### src/rtl/alert_agg_pkg.sv
`timescale 1ns/1ps
package alert_agg_pkg;

  localparam int ALERT_W = 16;

  // Alert positions driven by secondary sources rather than by stored state
  localparam int POS_PWR = 1;
  localparam int POS_FLT = 9;
  localparam int POS_EXT = 13;
  localparam int POS_XA  = 14;

  localparam logic [ALERT_W-1:0] SUMMARY_POS =
      (ALERT_W'(1) << POS_PWR) | (ALERT_W'(1) << POS_FLT) |
      (ALERT_W'(1) << POS_EXT) | (ALERT_W'(1) << POS_XA);

  typedef enum logic [3:0] {
    SEL_ALERT_CLR = 4'd0,
    SEL_ALERT_MSK = 4'd1,
    SEL_PWR_CLR   = 4'd2,
    SEL_PWR_MSK   = 4'd3,
    SEL_FLT_CLR   = 4'd4,
    SEL_FLT_MSK   = 4'd5,
    SEL_EXT_CLR   = 4'd6,
    SEL_EXT_MSK   = 4'd7,
    SEL_XA_CLR    = 4'd8,
    SEL_XA_MSK    = 4'd9
  } wr_sel_e;

  typedef struct packed {
    logic alertClr;
    logic alertMskWr;
    logic pwrClr;
    logic pwrMskWr;
    logic fltClr;
    logic fltMskWr;
    logic extClr;
    logic extMskWr;
    logic xaClr;
    logic xaMskWr;
  } ctl_strobe_t;

endpackage

### src/rtl/alert_ctrl.sv
`timescale 1ns/1ps
module alert_ctrl
  import alert_agg_pkg::*;
(
  input  logic        clk,
  input  logic        rstN,
  input  logic        wrEn,
  input  logic [3:0]  wrSel,
  output ctl_strobe_t strobe
);

  always_comb begin
    strobe = '0;
    if (wrEn) begin
      case (wrSel)
        SEL_ALERT_CLR: strobe.alertClr   = 1'b1;
        SEL_ALERT_MSK: strobe.alertMskWr = 1'b1;
        SEL_PWR_CLR:   strobe.pwrClr     = 1'b1;
        SEL_PWR_MSK:   strobe.pwrMskWr   = 1'b1;
        SEL_FLT_CLR:   strobe.fltClr     = 1'b1;
        SEL_FLT_MSK:   strobe.fltMskWr   = 1'b1;
        SEL_EXT_CLR:   strobe.extClr     = 1'b1;
        SEL_EXT_MSK:   strobe.extMskWr   = 1'b1;
        SEL_XA_CLR:    strobe.xaClr      = 1'b1;
        SEL_XA_MSK:    strobe.xaMskWr    = 1'b1;
        default:       strobe            = '0;
      endcase
    end
  end

  // at most one target per write, none without a write
  a_r12_one_target: assert property (@(posedge clk) disable iff (!rstN)
    $onehot0(strobe));
  a_r12_idle_quiet: assert property (@(posedge clk) disable iff (!rstN)
    !wrEn |-> (strobe == '0));

endmodule

### src/rtl/alert_src_bank.sv
`timescale 1ns/1ps
module alert_src_bank #(
  parameter int W = 8
) (
  input  logic         clk,
  input  logic         rstN,
  input  logic [W-1:0] evt,
  input  logic         clrEn,
  input  logic         mskWrEn,
  input  logic [W-1:0] wrData,
  output logic [W-1:0] stat,
  output logic [W-1:0] mask,
  output logic         anyHit
);

  logic [W-1:0] clrVec;
  assign clrVec = clrEn ? wrData : '0;

  for (genvar b = 0; b < W; b++) begin : g_bit
    always_ff @(posedge clk or negedge rstN) begin
      if (!rstN)          stat[b] <= 1'b0;
      else if (evt[b])    stat[b] <= 1'b1;      // set beats clear
      else if (clrVec[b]) stat[b] <= 1'b0;
    end
  end

  always_ff @(posedge clk or negedge rstN) begin
    if (!rstN)        mask <= '1;
    else if (mskWrEn) mask <= wrData;
  end

  assign anyHit = |(stat & mask);

  // a strobed bit reads set on the following cycle
  a_r2_set_sticks: assert property (@(posedge clk) disable iff (!rstN)
    1'b1 |=> ((stat & $past(evt)) == $past(evt)));

  // a bit may only fall where a clear write named it
  a_r3_fall_needs_clear: assert property (@(posedge clk) disable iff (!rstN)
    1'b1 |=> ((($past(stat) & ~stat) & ~$past(clrVec)) == '0));

endmodule

### src/rtl/alert_datapath.sv
`timescale 1ns/1ps
module alert_datapath
  import alert_agg_pkg::*;
#(
  parameter int PWR_W = 8,
  parameter int FLT_W = 8,
  parameter int EXT_W = 1,
  parameter int XA_W  = 3
) (
  input  logic               clk,
  input  logic               rstN,
  input  ctl_strobe_t        strobe,
  input  logic [ALERT_W-1:0] wrData,
  input  logic [ALERT_W-1:0] alertEvt,
  input  logic [PWR_W-1:0]   pwrEvt,
  input  logic [FLT_W-1:0]   faultEvt,
  input  logic [EXT_W-1:0]   extEvt,
  input  logic [XA_W-1:0]    xAlrtEvt,
  output logic [ALERT_W-1:0] alertStatus,
  output logic [PWR_W-1:0]   pwrStatus,
  output logic [FLT_W-1:0]   faultStatus,
  output logic [EXT_W-1:0]   extStatus,
  output logic [XA_W-1:0]    xAlrtStatus,
  output logic               txComplete,
  output logic               alertN
);

  logic [ALERT_W-1:0] mainStat, mainMask;
  logic [PWR_W-1:0]   pwrMask;
  logic [FLT_W-1:0]   fltMask;
  logic [EXT_W-1:0]   extMask;
  logic [XA_W-1:0]    xaMask;
  logic mainHit, pwrHit, fltHit, extHit, xaHit;
  logic [ALERT_W-1:0] summaryVec;

  alert_src_bank #(.W(ALERT_W)) u_main (
    .clk(clk), .rstN(rstN), .evt(alertEvt & ~SUMMARY_POS),
    .clrEn(strobe.alertClr), .mskWrEn(strobe.alertMskWr), .wrData(wrData),
    .stat(mainStat), .mask(mainMask), .anyHit(mainHit));

  alert_src_bank #(.W(PWR_W)) u_pwr (
    .clk(clk), .rstN(rstN), .evt(pwrEvt),
    .clrEn(strobe.pwrClr), .mskWrEn(strobe.pwrMskWr), .wrData(wrData[PWR_W-1:0]),
    .stat(pwrStatus), .mask(pwrMask), .anyHit(pwrHit));

  alert_src_bank #(.W(FLT_W)) u_flt (
    .clk(clk), .rstN(rstN), .evt(faultEvt),
    .clrEn(strobe.fltClr), .mskWrEn(strobe.fltMskWr), .wrData(wrData[FLT_W-1:0]),
    .stat(faultStatus), .mask(fltMask), .anyHit(fltHit));

  alert_src_bank #(.W(EXT_W)) u_ext (
    .clk(clk), .rstN(rstN), .evt(extEvt),
    .clrEn(strobe.extClr), .mskWrEn(strobe.extMskWr), .wrData(wrData[EXT_W-1:0]),
    .stat(extStatus), .mask(extMask), .anyHit(extHit));

  alert_src_bank #(.W(XA_W)) u_xa (
    .clk(clk), .rstN(rstN), .evt(xAlrtEvt),
    .clrEn(strobe.xaClr), .mskWrEn(strobe.xaMskWr), .wrData(wrData[XA_W-1:0]),
    .stat(xAlrtStatus), .mask(xaMask), .anyHit(xaHit));

  always_comb begin
    summaryVec          = '0;
    summaryVec[POS_PWR] = pwrHit;
    summaryVec[POS_FLT] = fltHit;
    summaryVec[POS_EXT] = extHit;
    summaryVec[POS_XA]  = xaHit;
  end

  assign alertStatus = (mainStat & ~SUMMARY_POS) | summaryVec;
  assign alertN      = ~|(alertStatus & mainMask);
  assign txComplete  = |alertStatus[6:4];

  // a pending unmasked stateful bit must pull the line low
  a_r5_hit_drives_pin: assert property (@(posedge clk) disable iff (!rstN)
    mainHit |-> !alertN);
  // an all-zero mask keeps the line high
  a_r5_mask_gates: assert property (@(posedge clk) disable iff (!rstN)
    (mainMask == '0) |-> alertN);
  // fault summary cannot stand without a pending fault
  a_r6_fault_source: assert property (@(posedge clk) disable iff (!rstN)
    (faultStatus == '0) |-> !alertStatus[POS_FLT]);
  // extended alert summary cannot stand without a pending source bit
  a_r7_xalert_source: assert property (@(posedge clk) disable iff (!rstN)
    (xAlrtStatus == '0) |-> !alertStatus[POS_XA]);
  // summary positions never hold state in the main register
  a_r11_no_summary_state: assert property (@(posedge clk) disable iff (!rstN)
    (mainStat & SUMMARY_POS) == '0);
  // transmit-complete requires a transmit outcome bit
  a_r10_tx_group: assert property (@(posedge clk) disable iff (!rstN)
    txComplete |-> (alertStatus[6:4] != 3'b000));

endmodule

### src/rtl/alert_agg.sv
`timescale 1ns/1ps
module alert_agg
  import alert_agg_pkg::*;
#(
  parameter int PWR_W = 8,
  parameter int FLT_W = 8,
  parameter int EXT_W = 1,
  parameter int XA_W  = 3
) (
  input  logic               clk,
  input  logic               rstN,
  input  logic [15:0]        alertEvt,
  input  logic [PWR_W-1:0]   pwrEvt,
  input  logic [FLT_W-1:0]   faultEvt,
  input  logic [EXT_W-1:0]   extEvt,
  input  logic [XA_W-1:0]    xAlrtEvt,
  input  logic               wrEn,
  input  logic [3:0]         wrSel,
  input  logic [15:0]        wrData,
  output logic [15:0]        alertStatus,
  output logic [PWR_W-1:0]   pwrStatus,
  output logic [FLT_W-1:0]   faultStatus,
  output logic [EXT_W-1:0]   extStatus,
  output logic [XA_W-1:0]    xAlrtStatus,
  output logic               txComplete,
  output logic               alertN
);

  ctl_strobe_t strobe;

  alert_ctrl u_ctrl (
    .clk(clk), .rstN(rstN), .wrEn(wrEn), .wrSel(wrSel), .strobe(strobe));

  alert_datapath #(.PWR_W(PWR_W), .FLT_W(FLT_W), .EXT_W(EXT_W), .XA_W(XA_W)) u_dp (
    .clk(clk), .rstN(rstN), .strobe(strobe), .wrData(wrData),
    .alertEvt(alertEvt), .pwrEvt(pwrEvt), .faultEvt(faultEvt),
    .extEvt(extEvt), .xAlrtEvt(xAlrtEvt),
    .alertStatus(alertStatus), .pwrStatus(pwrStatus), .faultStatus(faultStatus),
    .extStatus(extStatus), .xAlrtStatus(xAlrtStatus),
    .txComplete(txComplete), .alertN(alertN));

endmodule

### config.mk
export PLATFORM = sky130hd
export DESIGN_NAME = alert_agg
export DESIGN_NICKNAME = d
export VERILOG_FILES = /design/src/rtl/alert_agg_pkg.sv /design/src/rtl/alert_ctrl.sv /design/src/rtl/alert_src_bank.sv /design/src/rtl/alert_datapath.sv /design/src/rtl/alert_agg.sv
export SDC_FILE = /design/constraint.sdc
export NUM_CORES = 1
export LEC_CHECK = 0
export ABC_AREA = 1
export BUFFER_PORTS_ARGS = -buffer_cell sky130_fd_sc_hd__buf_4
export CAP_MARGIN = 10
export CORE_MARGIN = 2
export CORE_UTILIZATION = 40
export CTS_CLUSTER_SIZE = 30
export DETAILED_ROUTE_END_ITERATION = 6
export PLACE_DENSITY = 0.65
export SETUP_SLACK_MARGIN = 0.1
export SYNTH_ARGS = -nofsm -noshare
export SYNTH_HDL_FRONTEND = slang
export SYNTH_SLANG_ARGS = --single-unit
### constraint.sdc
create_clock -name clk -period 2.4 [get_ports clk]
set_input_delay 0.12 -clock clk [delete_from_list [all_inputs] [get_ports clk]]
set_output_delay 0.12 -clock clk [all_outputs]
set_load 0.005 [all_outputs]
==> results.yml <==
finish:
  fin_nets: 540
  num_antenna_cells: 0
  drive_above_1_share_pct: 30.45
  fin_cells: 585
  ff_latch_area_um2: 1747
  fillers: 685
  final_common_cell: "nand2_1"
  final_cell_mix: "nand2_1, buf_4, inv_1"
  area_delta_synth_final_pct: 44.33
  multi_input_area_um2: 950.9
  fin_util_pct: 59.40
worst_setup_path:
  path_class: "flop to output port"
  slowest_delay_ps: 400
  critPathRequiredTime_ps: 2280
  reg2reg_depth: 2
  crit_path_top_delay_cell: "dfrtp_1"
  cp_common_cell: "nand2_1"
  startpoint_type: "flop"
  worstPathArrival_ps: 1430
  crit_fanout: 3
  regToRegEndpoint: "u_dp.u_xa.mask[0]"
  r2r_start: "u_dp.u_xa.mask[0]"
  critPathCaptureType: "output port"
  crit_path_cell_trace: "nand2_1 -> nand2_1 -> nor2_1 -> nand2_1 -> nand2_1 -> nand2_1 -> nor2_1 -> buf_4"
  r2r_setup_slack_ps: 1610
detailed_routing:
  drc: 0
  drt-initial-drc-count: 69
  drt-total-wl_um: 7103
  vias: 2615
  drt-wirelength-per-cell_um: 12.14
  via_per_inst: 4.470
  drtPass1Iterations: 4
  ant_nets: 0
global_route:
  grt_use_met1_pct: 23.62
  grt_max_degree: 69
  use_met2_pct: 30.51
  use_met3_pct: 3.018
  grt_use_total_pct: 18.32
  antenna_found_initial: 0
  top_usage_layer: "met2"
  grt_pass1_vias: 2576
  grt_pass1_wl_um: 11900
  grt-ovfl-total: 0
die:
  fp.coreArea_um2: 7214
  die_w_um: 90.16
  ios: 97
  initial_core_util_pct: 41.16
  num_rows: 31
  die_h_um: 90.16
  die-area_um2: 8128
worst_hold_path:
  min_path_type: "primary input to flop"
  hold_path_end: "u_dp.u_flt.mask[0]"
  hold_depth: 3
  hold_start: "wrData[0]"
synthesis:
  syn_area_um2: 2969
  ys_seq_elements: 68
  synth.avg_cell_area_um2: 8.387
  yosysWarnings: 0
  seq_area_frac_synth_pct: 58.83
  syn_nets: 413
  syn_inst: 354
  synth_cell_types: 19
clock_tree:
  htree_num_levels: 3
  worstSkewPairLatency_ps: 320
  cts_max_path_buffers: 2
  cts-root-buf: "clkbuf_8"
  cts_tree: "built"
  path_clk_slew_ps: 70
  numCtsBuffers: 9
  clock-sinks: 68
  ctsResizeCount: 0
sta:
  finalCriticalPeriod_ps: 1552
  fin_setup_tns_ps: 0
  finalMaxSlewViolations: 0
  max_slew_margin_pct: 43.93
  fmax_mhz: 644.4
  period_share_pct: 64.66
  final-setup-viol-count: 0
  finalHoldViolations: 0
  fin_skew_ps: 0
  rsz0062_at_grt: "false"
  worstMarginPinSlew_ps: 841.0
placement:
  place_inst: 536
  place_congestion: 0.8297
  hpwl_um: 4949
  io_buffers: 92
power:
  power.density_nw_per_um2: 682.7
  p_leak_nw: 2.087
  peakVddDrop_v: 0.0003082
run:
  maxCapViolations: 0
run_status:
  run_status: "finished, final reports clean"
-- worst max-delay path, delay by kind of cell, from the launching register on --
family / cells / cell delay (ps)
flip-flops: 1 / 400
AND/OR/NAND/NOR: 7 / 600
buffers and inverters: 1 / 120
-- registers in the layout, summed over array words and instances, names as in the netlist, 3 cells and up --
| signal | cells |
|---|---|
| u_dp.u_xa.mask | 3 |
| u_dp.u_main.mask | 16 |
| u_dp.u_xa.stat | 3 |
| u_dp.u_flt.stat | 8 |
| u_dp.u_pwr.mask | 8 |
| u_dp.u_pwr.stat | 8 |
| u_dp.u_flt.mask | 8 |
| u_dp.u_main.stat | 12 |
-- how the worst max path moves through the flow --
stage                            start                   to  cells after the start
CTS                 u_dp.u_flt.stat[6]               alertN                      8
floorplan           u_dp.u_flt.stat[6]               alertN                      7
detailed placement            wrSel[3]   u_dp.u_pwr.mask[4]                      4
global placement              wrSel[1]  u_dp.u_main.stat[3]                      5
global route        u_dp.u_flt.stat[6]               alertN                      8
finish              u_dp.u_flt.stat[6]               alertN                      8
-- metal layers --
layer | vias to the layer above | share of wire (%) | wire length, um
li1 | 1340 | - | -
met1 | 1212 | 45 | 3176
met2 | 53 | 50 | 3569
met3 | 10 | 3.0 | 214
met4 | 0 | 2.0 | 142
met5 | - | 0 | 0
-- Yosys cell counts --
| cell type | n | share of area [%] |
|---|---|---|
| dfstp_2 | 36 | 32 |
| nor2_4 | 1 | 0.38 |
| nor2_2 | 1 | 0.21 |
| buf_2 | 1 | 0.17 |
| a21o_1 | 1 | 0.25 |
| nor2_1 | 26 | 3.3 |
| o31ai_1 | 1 | 0.25 |
| nand3_2 | 1 | 0.34 |
| nand2_1 | 112 | 14 |
| nand3_1 | 7 | 1.2 |
| nand4_1 | 2 | 0.42 |
| o21ai_1 | 8 | 1.3 |
| buf_4 | 5 | 1.3 |
| clkbuf_1 | 4 | 0.51 |
| inv_1 | 57 | 7.2 |
| o21ai_0 | 45 | 7.6 |
| dfrtp_1 | 32 | 27 |
| o21bai_1 | 3 | 0.76 |
| a21oi_1 | 11 | 1.9 |
-- stage by stage --
step | hold WS, ps | setup slack, ps | total power [mW] | instance area (um2)
4_1_cts | 2.729 | 805.4 | 2.958 | 4285
6_report | 20.79 | 848.2 | 2.925 | 4285
3_3_place_gp | 272.5 | 1044 | 1.877 | 3734
3_5_place_dp | 275.3 | 983.5 | 1.896 | 3734
5_1_grt | 30.80 | 723.1 | 3.097 | 4285
2_1_floorplan | -175.6 | 1434 | 1.713 | 2969
-- kinds of logic (layout without fill, tap and decap cells) --
| kind of cell | count (synthesis) | count (layout) | synth area share (%) |
|---|---|---|---|
| DFF | 68 | 68 | 58.83 |
| buffers and inverters | 67 | 199 | 9.145 |
| AOI/OAI and AO/OA | 69 | 69 | 12.05 |
| and+or+nand+nor | 150 | 150 | 19.97 |
-- repair_timing --
item,4_1_cts,5_1_grt
hold endpoints to repair,64,0
hold buffers,33,0
buffers inserted,0,0
-- where the power goes --
part           switching [mW]  leakage (nW)  internal (mW)  total, mW
Sequential             0.0724         0.660           1.38       1.45
Clock                   0.416         0.112          0.592       1.01
Combinational           0.238          1.32          0.231      0.469
-- layout make-up --
| type | instances | area share (%) |
|---|---|---|
| inverters | 57 | 4.993 |
| clock inverters | 3 | 0.9927 |
| flip-flops and latches | 68 | 40.76 |
| clock buffers | 13 | 4.175 |
| well taps | 99 | 2.891 |
| multi-input cells | 219 | 22.19 |
| repair buffers | 126 | 24.00 |
No activity file was read; power rests on OpenSTA's default activity.
